**config.mk**
```make
export PLATFORM = sky130hd
export DESIGN_NAME = evt_timer
export DESIGN_NICKNAME = d
export VERILOG_FILES = /design/src/rtl/evt_pkg.sv /design/src/rtl/evt_counter.sv /design/src/rtl/evt_capture_ch.sv /design/src/rtl/evt_flags.sv /design/src/rtl/evt_timer.sv
export SDC_FILE = /design/constraint.sdc
export NUM_CORES = 1
export LEC_CHECK = 0
export BUFFER_PORTS_ARGS = -buffer_cell sky130_fd_sc_hd__buf_2
export CAP_MARGIN = 30
export CORE_MARGIN = 1
export CORE_UTILIZATION = 60
export CTS_BUF_LIST = sky130_fd_sc_hd__clkbuf_4
export DETAILED_ROUTE_END_ITERATION = 16
export GPL_ROUTABILITY_DRIVEN = 0
export PLACE_DENSITY = 0.75
export SLEW_MARGIN = 40
export SYNTH_ARGS = -nofsm -noshare
export SYNTH_HDL_FRONTEND = slang
export SYNTH_HIERARCHICAL = 1
export SYNTH_SLANG_ARGS = --single-unit
```
**constraint.sdc**
```tcl
create_clock -name clk -period 2.5 [get_ports clk]
set_clock_uncertainty 0.2 [all_clocks]
set_input_delay 0.125 -clock clk [delete_from_list [all_inputs] [get_ports clk]]
set_output_delay 0.125 -clock clk [all_outputs]
set_load 0.02 [all_outputs]
```
**src/rtl/evt_pkg.sv**
```systemverilog
package evt_pkg;
  localparam int REG_AW   = 4;
  localparam int A_CTRL   = 0;
  localparam int A_FLAG   = 1;
  localparam int A_IEN    = 2;
  localparam int A_CNT    = 3;
  localparam int A_EDGE   = 4;
  localparam int A_MATCH0 = 8;
  localparam int A_CAP0   = 12;
  localparam int MAX_CH   = 4;

  typedef enum logic {
    EDGE_RISE = 1'b0,
    EDGE_FALL = 1'b1
  } edge_sel_e;
endpackage

```
**src/rtl/evt_counter.sv**
```systemverilog
module evt_counter #(
  parameter int CNT_W = 16
) (
  input  logic             clk,
  input  logic             rst_n,
  input  logic             run,
  input  logic             load,
  input  logic [CNT_W-1:0] load_val,
  output logic [CNT_W-1:0] cnt
);
  function automatic logic [CNT_W-1:0] next_count(
    input logic [CNT_W-1:0] cur, input logic go,
    input logic ld, input logic [CNT_W-1:0] ld_val);
    if (ld)      return ld_val;
    else if (go) return cur + 1'b1;
    else         return cur;
  endfunction

  always_ff @(posedge clk or negedge rst_n) begin
    if (!rst_n) cnt <= '0;
    else        cnt <= next_count(cnt, run, load, load_val);
  end

  // one step per cycle while running
  p_count_step_r1: assert property (@(posedge clk) disable iff (!rst_n)
    (run && !load) |=> (cnt == CNT_W'($past(cnt) + 1'b1)));

  // held while stopped
  p_count_hold_r2: assert property (@(posedge clk) disable iff (!rst_n)
    (!run && !load) |=> $stable(cnt));
endmodule

```
**src/rtl/evt_capture_ch.sv**
```systemverilog
module evt_capture_ch #(
  parameter int CNT_W = 16
) (
  input  logic             clk,
  input  logic             rst_n,
  input  logic             pin,
  input  logic             fall_sel,
  input  logic [CNT_W-1:0] cnt,
  output logic             evt,
  output logic [CNT_W-1:0] cap_val
);
  logic sync1, sync2, sync_prev;
  logic rise_seen, fall_seen;

  always_ff @(posedge clk or negedge rst_n) begin
    if (!rst_n) begin
      sync1     <= 1'b0;
      sync2     <= 1'b0;
      sync_prev <= 1'b0;
    end else begin
      sync1     <= pin;
      sync2     <= sync1;
      sync_prev <= sync2;
    end
  end

  assign rise_seen = sync2 & ~sync_prev;
  assign fall_seen = ~sync2 & sync_prev;
  assign evt       = fall_sel ? fall_seen : rise_seen;

  always_ff @(posedge clk or negedge rst_n) begin
    if (!rst_n)   cap_val <= '0;
    else if (evt) cap_val <= cnt;
  end

  // capture register takes the count seen with the edge
  p_capture_latch_r4: assert property (@(posedge clk) disable iff (!rst_n)
    evt |=> (cap_val == $past(cnt)));

  // a detected edge lasts a single cycle
  p_edge_single_r4: assert property (@(posedge clk) disable iff (!rst_n)
    evt |=> !evt);
endmodule

```
**src/rtl/evt_flags.sv**
```systemverilog
module evt_flags #(
  parameter int NF = 4
) (
  input  logic          clk,
  input  logic          rst_n,
  input  logic [NF-1:0] set,
  input  logic [NF-1:0] clr,
  output logic [NF-1:0] flags,
  output logic          irq
);
  // Sets are applied after clears, so an arriving event always survives.
  function automatic logic [NF-1:0] next_flags(
    input logic [NF-1:0] cur, input logic [NF-1:0] s, input logic [NF-1:0] c);
    return (cur & ~c) | s;
  endfunction

  always_ff @(posedge clk or negedge rst_n) begin
    if (!rst_n) flags <= '0;
    else        flags <= next_flags(flags, set, clr);
  end

  assign irq = |flags;

  // every requested set is visible next cycle, whatever the clear
  p_set_wins_r8: assert property (@(posedge clk) disable iff (!rst_n)
    (set != '0) |=> ((flags & $past(set)) == $past(set)));

  // cleared bits without a set go low
  p_clear_r6: assert property (@(posedge clk) disable iff (!rst_n)
    ((clr & ~set) != '0) |=> ((flags & $past(clr & ~set)) == '0));

  // the line can only drop after a clear
  p_irq_drop_r10: assert property (@(posedge clk) disable iff (!rst_n)
    $fell(irq) |-> ($past(clr) != '0));
endmodule

```
**src/rtl/evt_timer.sv**
```systemverilog
module evt_timer
  import evt_pkg::*;
#(
  parameter int CNT_W   = 16,
  parameter int N_MATCH = 2,
  parameter int N_CAP   = 2
) (
  input  logic                clk,
  input  logic                rst_n,
  input  logic                wr_en,
  input  logic [REG_AW-1:0]   addr,
  input  logic [CNT_W-1:0]    wr_data,
  output logic [CNT_W-1:0]    rd_data,
  input  logic [N_CAP-1:0]    cap_pin,
  output logic                irq
);
  localparam int NF = N_MATCH + N_CAP;

  logic             run;
  logic [NF-1:0]    ien;
  logic [N_CAP-1:0] edge_cfg;
  logic [CNT_W-1:0] cnt;
  logic [CNT_W-1:0] match_reg [N_MATCH];
  logic [CNT_W-1:0] cap_reg   [N_CAP];
  logic [N_MATCH-1:0] match_evt;
  logic [N_CAP-1:0]   cap_evt;
  logic [NF-1:0]    flag_set, flag_clr, flags;
  logic             cnt_load;
  int               a_int;

  assign a_int    = int'(addr);
  assign cnt_load = wr_en && (a_int == A_CNT);
  assign flag_clr = (wr_en && a_int == A_FLAG) ? wr_data[NF-1:0] : '0;
  assign flag_set = {cap_evt, match_evt} & ien;

  always_ff @(posedge clk or negedge rst_n) begin
    if (!rst_n) begin
      run      <= 1'b0;
      ien      <= '0;
      edge_cfg <= '0;
    end else if (wr_en) begin
      if (a_int == A_CTRL) run      <= wr_data[0];
      if (a_int == A_IEN)  ien      <= wr_data[NF-1:0];
      if (a_int == A_EDGE) edge_cfg <= wr_data[N_CAP-1:0];
    end
  end

  evt_counter #(.CNT_W(CNT_W)) u_counter (
    .clk(clk), .rst_n(rst_n), .run(run), .load(cnt_load),
    .load_val(wr_data), .cnt(cnt));

  function automatic logic is_hit(input logic go, input logic [CNT_W-1:0] c,
                                  input logic [CNT_W-1:0] m);
    return go && (c == m);
  endfunction

  for (genvar i = 0; i < N_MATCH; i++) begin : g_match
    always_ff @(posedge clk or negedge rst_n) begin
      if (!rst_n) match_reg[i] <= '0;
      else if (wr_en && a_int == A_MATCH0 + i) match_reg[i] <= wr_data;
    end
    assign match_evt[i] = is_hit(run, cnt, match_reg[i]);
  end

  for (genvar j = 0; j < N_CAP; j++) begin : g_cap
    evt_capture_ch #(.CNT_W(CNT_W)) u_cap (
      .clk(clk), .rst_n(rst_n), .pin(cap_pin[j]),
      .fall_sel(edge_sel_e'(edge_cfg[j]) == EDGE_FALL),
      .cnt(cnt), .evt(cap_evt[j]), .cap_val(cap_reg[j]));
  end

  evt_flags #(.NF(NF)) u_flags (
    .clk(clk), .rst_n(rst_n), .set(flag_set), .clr(flag_clr),
    .flags(flags), .irq(irq));

  always_comb begin
    rd_data = '0;
    if (a_int == A_CTRL)      rd_data[0]       = run;
    else if (a_int == A_FLAG) rd_data[NF-1:0]  = flags;
    else if (a_int == A_IEN)  rd_data[NF-1:0]  = ien;
    else if (a_int == A_CNT)  rd_data          = cnt;
    else if (a_int == A_EDGE) rd_data[N_CAP-1:0] = edge_cfg;
    else begin
      for (int k = 0; k < N_MATCH; k++)
        if (a_int == A_MATCH0 + k) rd_data = match_reg[k];
      for (int k = 0; k < N_CAP; k++)
        if (a_int == A_CAP0 + k) rd_data = cap_reg[k];
    end
  end

  // an enabled compare hit raises the interrupt line next cycle
  p_match_irq_r3: assert property (@(posedge clk) disable iff (!rst_n)
    (run && (cnt == match_reg[0]) && ien[0]) |=> irq);

  // a disabled event alone cannot raise the line
  p_disabled_quiet_r5: assert property (@(posedge clk) disable iff (!rst_n)
    (!irq && (flag_set == '0)) |=> !irq);

  initial begin
    assert (N_MATCH <= MAX_CH && N_CAP <= MAX_CH && NF <= CNT_W)
      else $error("evt_timer: channel counts exceed register map");
  end
endmodule

```
==> qor.csv, run 1 <==
metric,value,unit
slew_headroom,0.435,
synth_fp_nets,734,
crit_buf_inv,1,
cp_cell_sequence,nand2b_1 > a21o_1 > a221oi_1 > buf_2,
end_kind,output port,
hold_class,primary input to flop,
syn_inst,708,
die_h,108,µm
critPathKind,flop to output port,
io_pins,42,
grt_pass1_vias,5748,
hold_ws,0.0834,ns
ys.flop_type,dfrtp_1,
yosys.area.top_type_share,0.363,
syn_to_final_growth,8.97,%
cts.repair.resized,0,
antenna_found_initial,1,
crit_path_max_incr_delay,0.66,ns
synth-seq-cells,97,
synthXorXnorAreaFrac,0.0576,
path_clk_slew,0.16,ns
hold_violations,0,
synth_edf_count,0,
antenna_cells,0,
synth_adder_area_share,0.00187,
drv_cap,0,
die_w,108,µm
cts_root_buffer,clkbuf_4,
avgSynthCellArea,9.45,µm²
die_area,0.0116,mm²
grt_pass1_wl,30300,µm
ant_nets,0,
netlist_area,0.00669,mm²
ys_top_cells_by_area,"dfrtp_1 (36%), o21ai_0 (6.9%), nor2b_1 (6.2%)",
p_total,5.99,mW
setup_ws,0.0984,ns
core,0.0108,mm²
ir_drop,502,µV
clock_sinks,97,
post-route-period-util,0.961,
worst_pin_slew,0.847,ns
status,completed,
placed_cell_area,0.00692,mm²
p_leak,2.76,nW
dp_slack,0.311,ns
place.detailed.hpwl,12900,µm
worstPathArrival,2.08,ns
start_kind,flop,
power_density,821,mW/mm²
cts_htree_levels,3,
synthSimpleGateAreaFrac,0.227,
grt_max_degree,70,
synth_top_family_by_area,simple AND/OR/NAND/NOR gates,
routed-via-count,5962,
fin_crit,2.40,ns
final_cell_area,0.00729,mm²
track_usage,0.343,
setup_viol,0,
cts_tree,yes,
route.detailed.drc,0,
dr.pass1.iters,6,
first_iter_violations,576,
ys_types,58,
io_buffers,41,
final_nets,772,
wirelength,19000,µm
max_freq,416,MHz
yosys-mux-area-fraction,0.0890,
yosys_warnings,6,
critical-path-top-delay-family,flip-flops,
wl_per_cell,21.3,µm
n_fill_cell,883,
post_cts_buffers,0,
initial_core_util,0.617,
synth-compound-area-share,0.201,
insertion_delay,0.47,ns
synth_top_area_cell,dfrtp_1,
drv_slew,0,
via_per_inst,6.69,
slowest_stage,dfrtp_1,
grt-ovfl-total,0,
clk_path_buf_depth,2,
r2r_slack,0.24,ns
synth_seq_area_share,0.363,
worstPathMaxFanout,10,
rsz0062_at_grt,no,
cts_made_buffers,9,
async_flop_share,1.00,
drive_above_1_share,0.190,
tns,0,ns
critPathRequiredTime,2.17,ns
rows,38,
-- synth_stat cells, types with 12 or more instances --
cell	count
clkbuf_1	17
nand2b_1	16
o311a_1	32
dfrtp_1	97
nor3b_1	32
a21o_1	12
xnor2_1	33
buf_2	24
nand2_1	22
buf_4	14
o21ai_0	92
nor2_1	13
nor2b_1	66
nor3_1	36
a221oi_1	18
mux2_2	34
-- placed cells by master (no fill, tap or decap), types with 21 or more instances in the layout --
master,synthesis,final
nor2b_1,66,66
mux2_2,34,34
o311a_1,32,32
nor3_1,36,36
buf_4,14,26
nor3b_1,32,32
o21ai_0,92,92
buf_2,24,40
xnor2_1,33,33
dlygate4sd3_1,0,21
dfrtp_1,97,97
nand2_1,22,22
-- per-stage QoR --
step	cells	utilization
2_1_floorplan	708	-
3_3_place_gp	853	0.638
3_5_place_dp	853	0.638
4_1_cts	891	0.673
5_1_grt	891	0.673
6_report	891	0.673
-- worst paths after layout --
kind	start	to	cells after the start
setup / recovery	u_counter/cnt[8]$_DFFE_PN0P_	rd_data[8]	4
hold / removal	cap_pin[0]	g_cap[0].u_cap/sync1$_DFF_PN0_	2
setup reg to reg	u_counter/cnt[6]$_DFFE_PN0P_	u_flags/flags[1]$_DFF_PN0_	5
hold reg to reg	g_cap[1].u_cap/sync1$_DFF_PN0_	g_cap[1].u_cap/sync2$_DFF_PN0_	0
max in group asynchronous	rst_n	u_counter/cnt[13]$_DFFE_PN0P_	4
min in group asynchronous	rst_n	g_cap[0].u_cap/cap_val[4]$_DFFE_PN0P_	4
-- repair_timing --
action | in CTS | in global routing
setup endpoints to repair | 0 | 0
endpoints found under the hold margin | 158 | 0
hold buffers | 22 | 0
-- logic make-up (layout without fill, tap and decap cells) --
| kind of cell | Yosys count | count (layout) |
|---|---|---|
| AO/OA/AOI/OAI | 202 | 202 |
| multiplexers | 50 | 50 |
| buffers and inverters | 73 | 116 |
| adder cells (fa/ha/maj) | 1 | 1 |
| XOR/XNOR | 44 | 44 |
| AND/OR/NAND/NOR | 241 | 241 |
| flip-flops | 97 | 97 |
-- worst register-to-register path: cells and delay by family (launching register included) --
kind	cells	cell delay, ns
AOI/OAI and AO/OA	1	0.14
xor gates and xnor gates	1	0.20
and+or+nand+nor	3	0.90
DFF	1	0.79
-- final cells by class --
cell class | count | area (µm²) | area share
Clock inverter | 7 | 77.6 | 0.0106
Clock buffer | 9 | 67.6 | 0.00926
Multi-Input combinational cell | 538 | 3860 | 0.529
Timing Repair Buffer | 89 | 646 | 0.0885
Inverter | 11 | 41.3 | 0.00566
Tap cell | 140 | 175 | 0.0240
Sequential cell | 97 | 2430 | 0.333
-- per-layer routing --
metal / track usage / share of wire
met1: 0.478 / 0.42
met2: 0.524 / 0.46
met3: 0.0726 / 0.092
met4: 0.128 / 0.021
met5: 0 / 0.00069
-- power by group --
group / leakage (nW) / switching [mW] / internal, mW
registers: 1.13 / 0.860 / 2.03
clock network: 0.0721 / 0.582 / 0.314
logic: 1.56 / 1.09 / 1.11
Power figures use the tool's default switching activity.
==> inputs of run 2 (changes only) <==
CORE_ASPECT_RATIO = 1.25   (was unset)
CORE_MARGIN = 3   (was 1)
==> run 2 against run 1 <==
- non-clock buffer count is 3 higher
- worst setup slack improved by 0.063 ns
- sequential power rose by 1%
- die area rose by 7.6%
- first-iteration DRC count grew 22%
- via count is 1.9% higher
- sequential share of layout area fell by 0.097 points
- cell count decreased by 0.67%
- maximum frequency is 2.7% higher
- register-to-register slack better by 0.08 ns
- largest power group unchanged
==> qor.csv, run 2 (synthesized netlist as in run 1, its figures left out) <==
metric,value,unit,change
rows,42,,was 38
dr.pass1.iters,6,,unchanged
grt-ovfl-total,0,,unchanged
tns,0,ns,unchanged
cts_made_buffers,9,,unchanged
final_nets,775,,was 772
power_density,814,mW/mm²,was 821 mW/mm²
fin_crit,2.34,ns,was 2.40 ns
highest_layer,met4,,was met5
mostFrequentLayoutCells,"dfrtp_1 (97), o21ai_0 (92), nor2b_1 (66), buf_2 (40), nor3_1 (36)",,unchanged
n_fill_cell,838,,was 883
first_iter_violations,700,,was 576
status,completed,,unchanged
post-route-period-util,0.935,,was 0.961
antenna_found_initial,0,,was 1
die_h,124,µm,was 108 µm
clk_path_buf_depth,2,,unchanged
cts_htree_levels,3,,unchanged
core,0.0107,mm²,was 0.0108 mm²
final_cell_area,0.00731,mm²,was 0.00729 mm²
start_kind,flop,,unchanged
ir_drop,832,µV,was 502 µV
hold_class,primary input to flop,,unchanged
die_area,0.0125,mm²,was 0.0116 mm²
drive_above_1_share,0.193,,was 0.190
track_usage,0.320,,was 0.343
clock_sinks,97,,unchanged
max_freq,428,MHz,was 416 MHz
p_leak,2.77,nW,was 2.76 nW
route.detailed.drc,0,,unchanged
io_buffers,41,,unchanged
met1_length,8060,µm,was 7990 µm
rsz0062_at_grt,no,,unchanged
placed_cell_area,0.00693,mm²,was 0.00692 mm²
hold_violations,0,,unchanged
cts_tree,yes,,unchanged
wl_per_cell,22.2,µm,was 21.3 µm
wirelength,19600,µm,was 19000 µm
ant_nets,0,,unchanged
initial_core_util,0.624,,was 0.617
grt_pass1_wl,30700,µm,was 30300 µm
wl_met3,1530,µm,was 1740 µm
final_common_cell,dfrtp_1,,unchanged
cts_root_buffer,clkbuf_4,,unchanged
via_per_inst,6.87,,was 6.69
die_w,100,µm,was 108 µm
place.detailed.hpwl,13600,µm,was 12900 µm
grt_pass1_vias,5759,,was 5748
critPathRequiredTime,2.17,ns,about the same
drv_cap,0,,unchanged
routed-via-count,6078,,was 5962
worst_pin_slew,0.703,ns,was 0.847 ns
syn_to_final_growth,9.29,%,was 8.97%
worstPathArrival,2.01,ns,was 2.08 ns
grt_max_degree,52,,was 70
path_clk_slew,0.16,ns,about the same
antenna_cells,0,,unchanged
slew_headroom,0.530,,was 0.435
end_kind,output port,,unchanged
worstPathMaxFanout,13,,was 10
met2_length,9260,µm,was 8820 µm
setup_viol,0,,unchanged
insertion_delay,0.47,ns,about the same
io_pins,42,,unchanged
post-route-util,0.682,,was 0.673
critPathKind,flop to output port,,unchanged
drv_slew,0,,unchanged
==> run 2: changes by cell type in the layout (fill, tap and decap cells not counted) <==
cell,change
buf_12,+1
buf_6,+1
clkinv_1,-1
clkinv_2,+1
dlygate4sd3_1,+1
inv_8,-1
==> run 2: repair_timing <==
action                                 4_1_cts  5_1_grt
hold buffers                                22        1
buffers inserted                             0        0
gates resized for setup                      0        0
endpoints found under the hold margin      158        6
==> run 2: worst paths after layout <==
check | start | endpoint | slack, ns | cells after the start
max reg2reg | u_counter/cnt[6]$_DFFE_PN0P_ | u_flags/flags[1]$_DFF_PN0_ | 0.32 | 5
min | cap_pin[0] | g_cap[0].u_cap/sync1$_DFF_PN0_ | 0.09 | 2
max | u_counter/cnt[5]$_DFFE_PN0P_ | rd_data[5] | 0.16 | 4
min in group asynchronous | rst_n | g_cap[1].u_cap/cap_val[7]$_DFFE_PN0P_ | 0.54 | 4
min reg2reg | g_cap[1].u_cap/sync1$_DFF_PN0_ | g_cap[1].u_cap/sync2$_DFF_PN0_ | 0.17 | 0
max in group asynchronous | rst_n | match_reg[11]$_DFFE_PN0P_ | 1.26 | 4
==> run 2: final cells by class <==
cell class / instances / area (µm²) / share of cell area
Inverter: 11 / 41.3 / 0.00564
Clock inverter: 6 / 67.6 / 0.00924
Timing Repair Buffer: 92 / 687 / 0.0939
Tap cell: 132 / 165 / 0.0226
Clock buffer: 9 / 67.6 / 0.00924
Multi-Input combinational cell: 538 / 3860 / 0.528
Sequential cell: 97 / 2430 / 0.332
==> run 2: where the power goes <==
| group | switching [mW] | internal, mW |
|---|---|---|
| combinational | 1.05 | 1.10 |
| sequential | 0.899 | 2.03 |
| clock | 0.567 | 0.303 |
==> run 2: critical path, cell delays in order, from the launching register on <==
cell,delay (ns)
dfrtp_1,0.79
nand2b_1,0.11
a21o_1,0.17
a221oi_1,0.25
buf_2,0.21
==> run 2: stage by stage <==
stage	power, mW	setup slack [ns]	cells	hold slack (ns)
2_1_floorplan	4.25	0.662	708	-0.371
3_3_place_gp	4.86	0.400	846	-0.0645
3_5_place_dp	5.01	0.309	846	-0.0604
4_1_cts	5.88	0.156	883	0.00305
5_1_grt	6.28	0.0408	885	0.0987
6_report	5.95	0.161	885	0.0919
==> run 2: per-layer routing <==
| layer | vias up | track usage |
|---|---|---|
| li1 | 2686 | - |
| met3 | 70 | 0.0510 |
| met1 | 2995 | 0.442 |
| met2 | 327 | 0.507 |
| met4 | 0 | 0.126 |
| met5 | - | 0 |
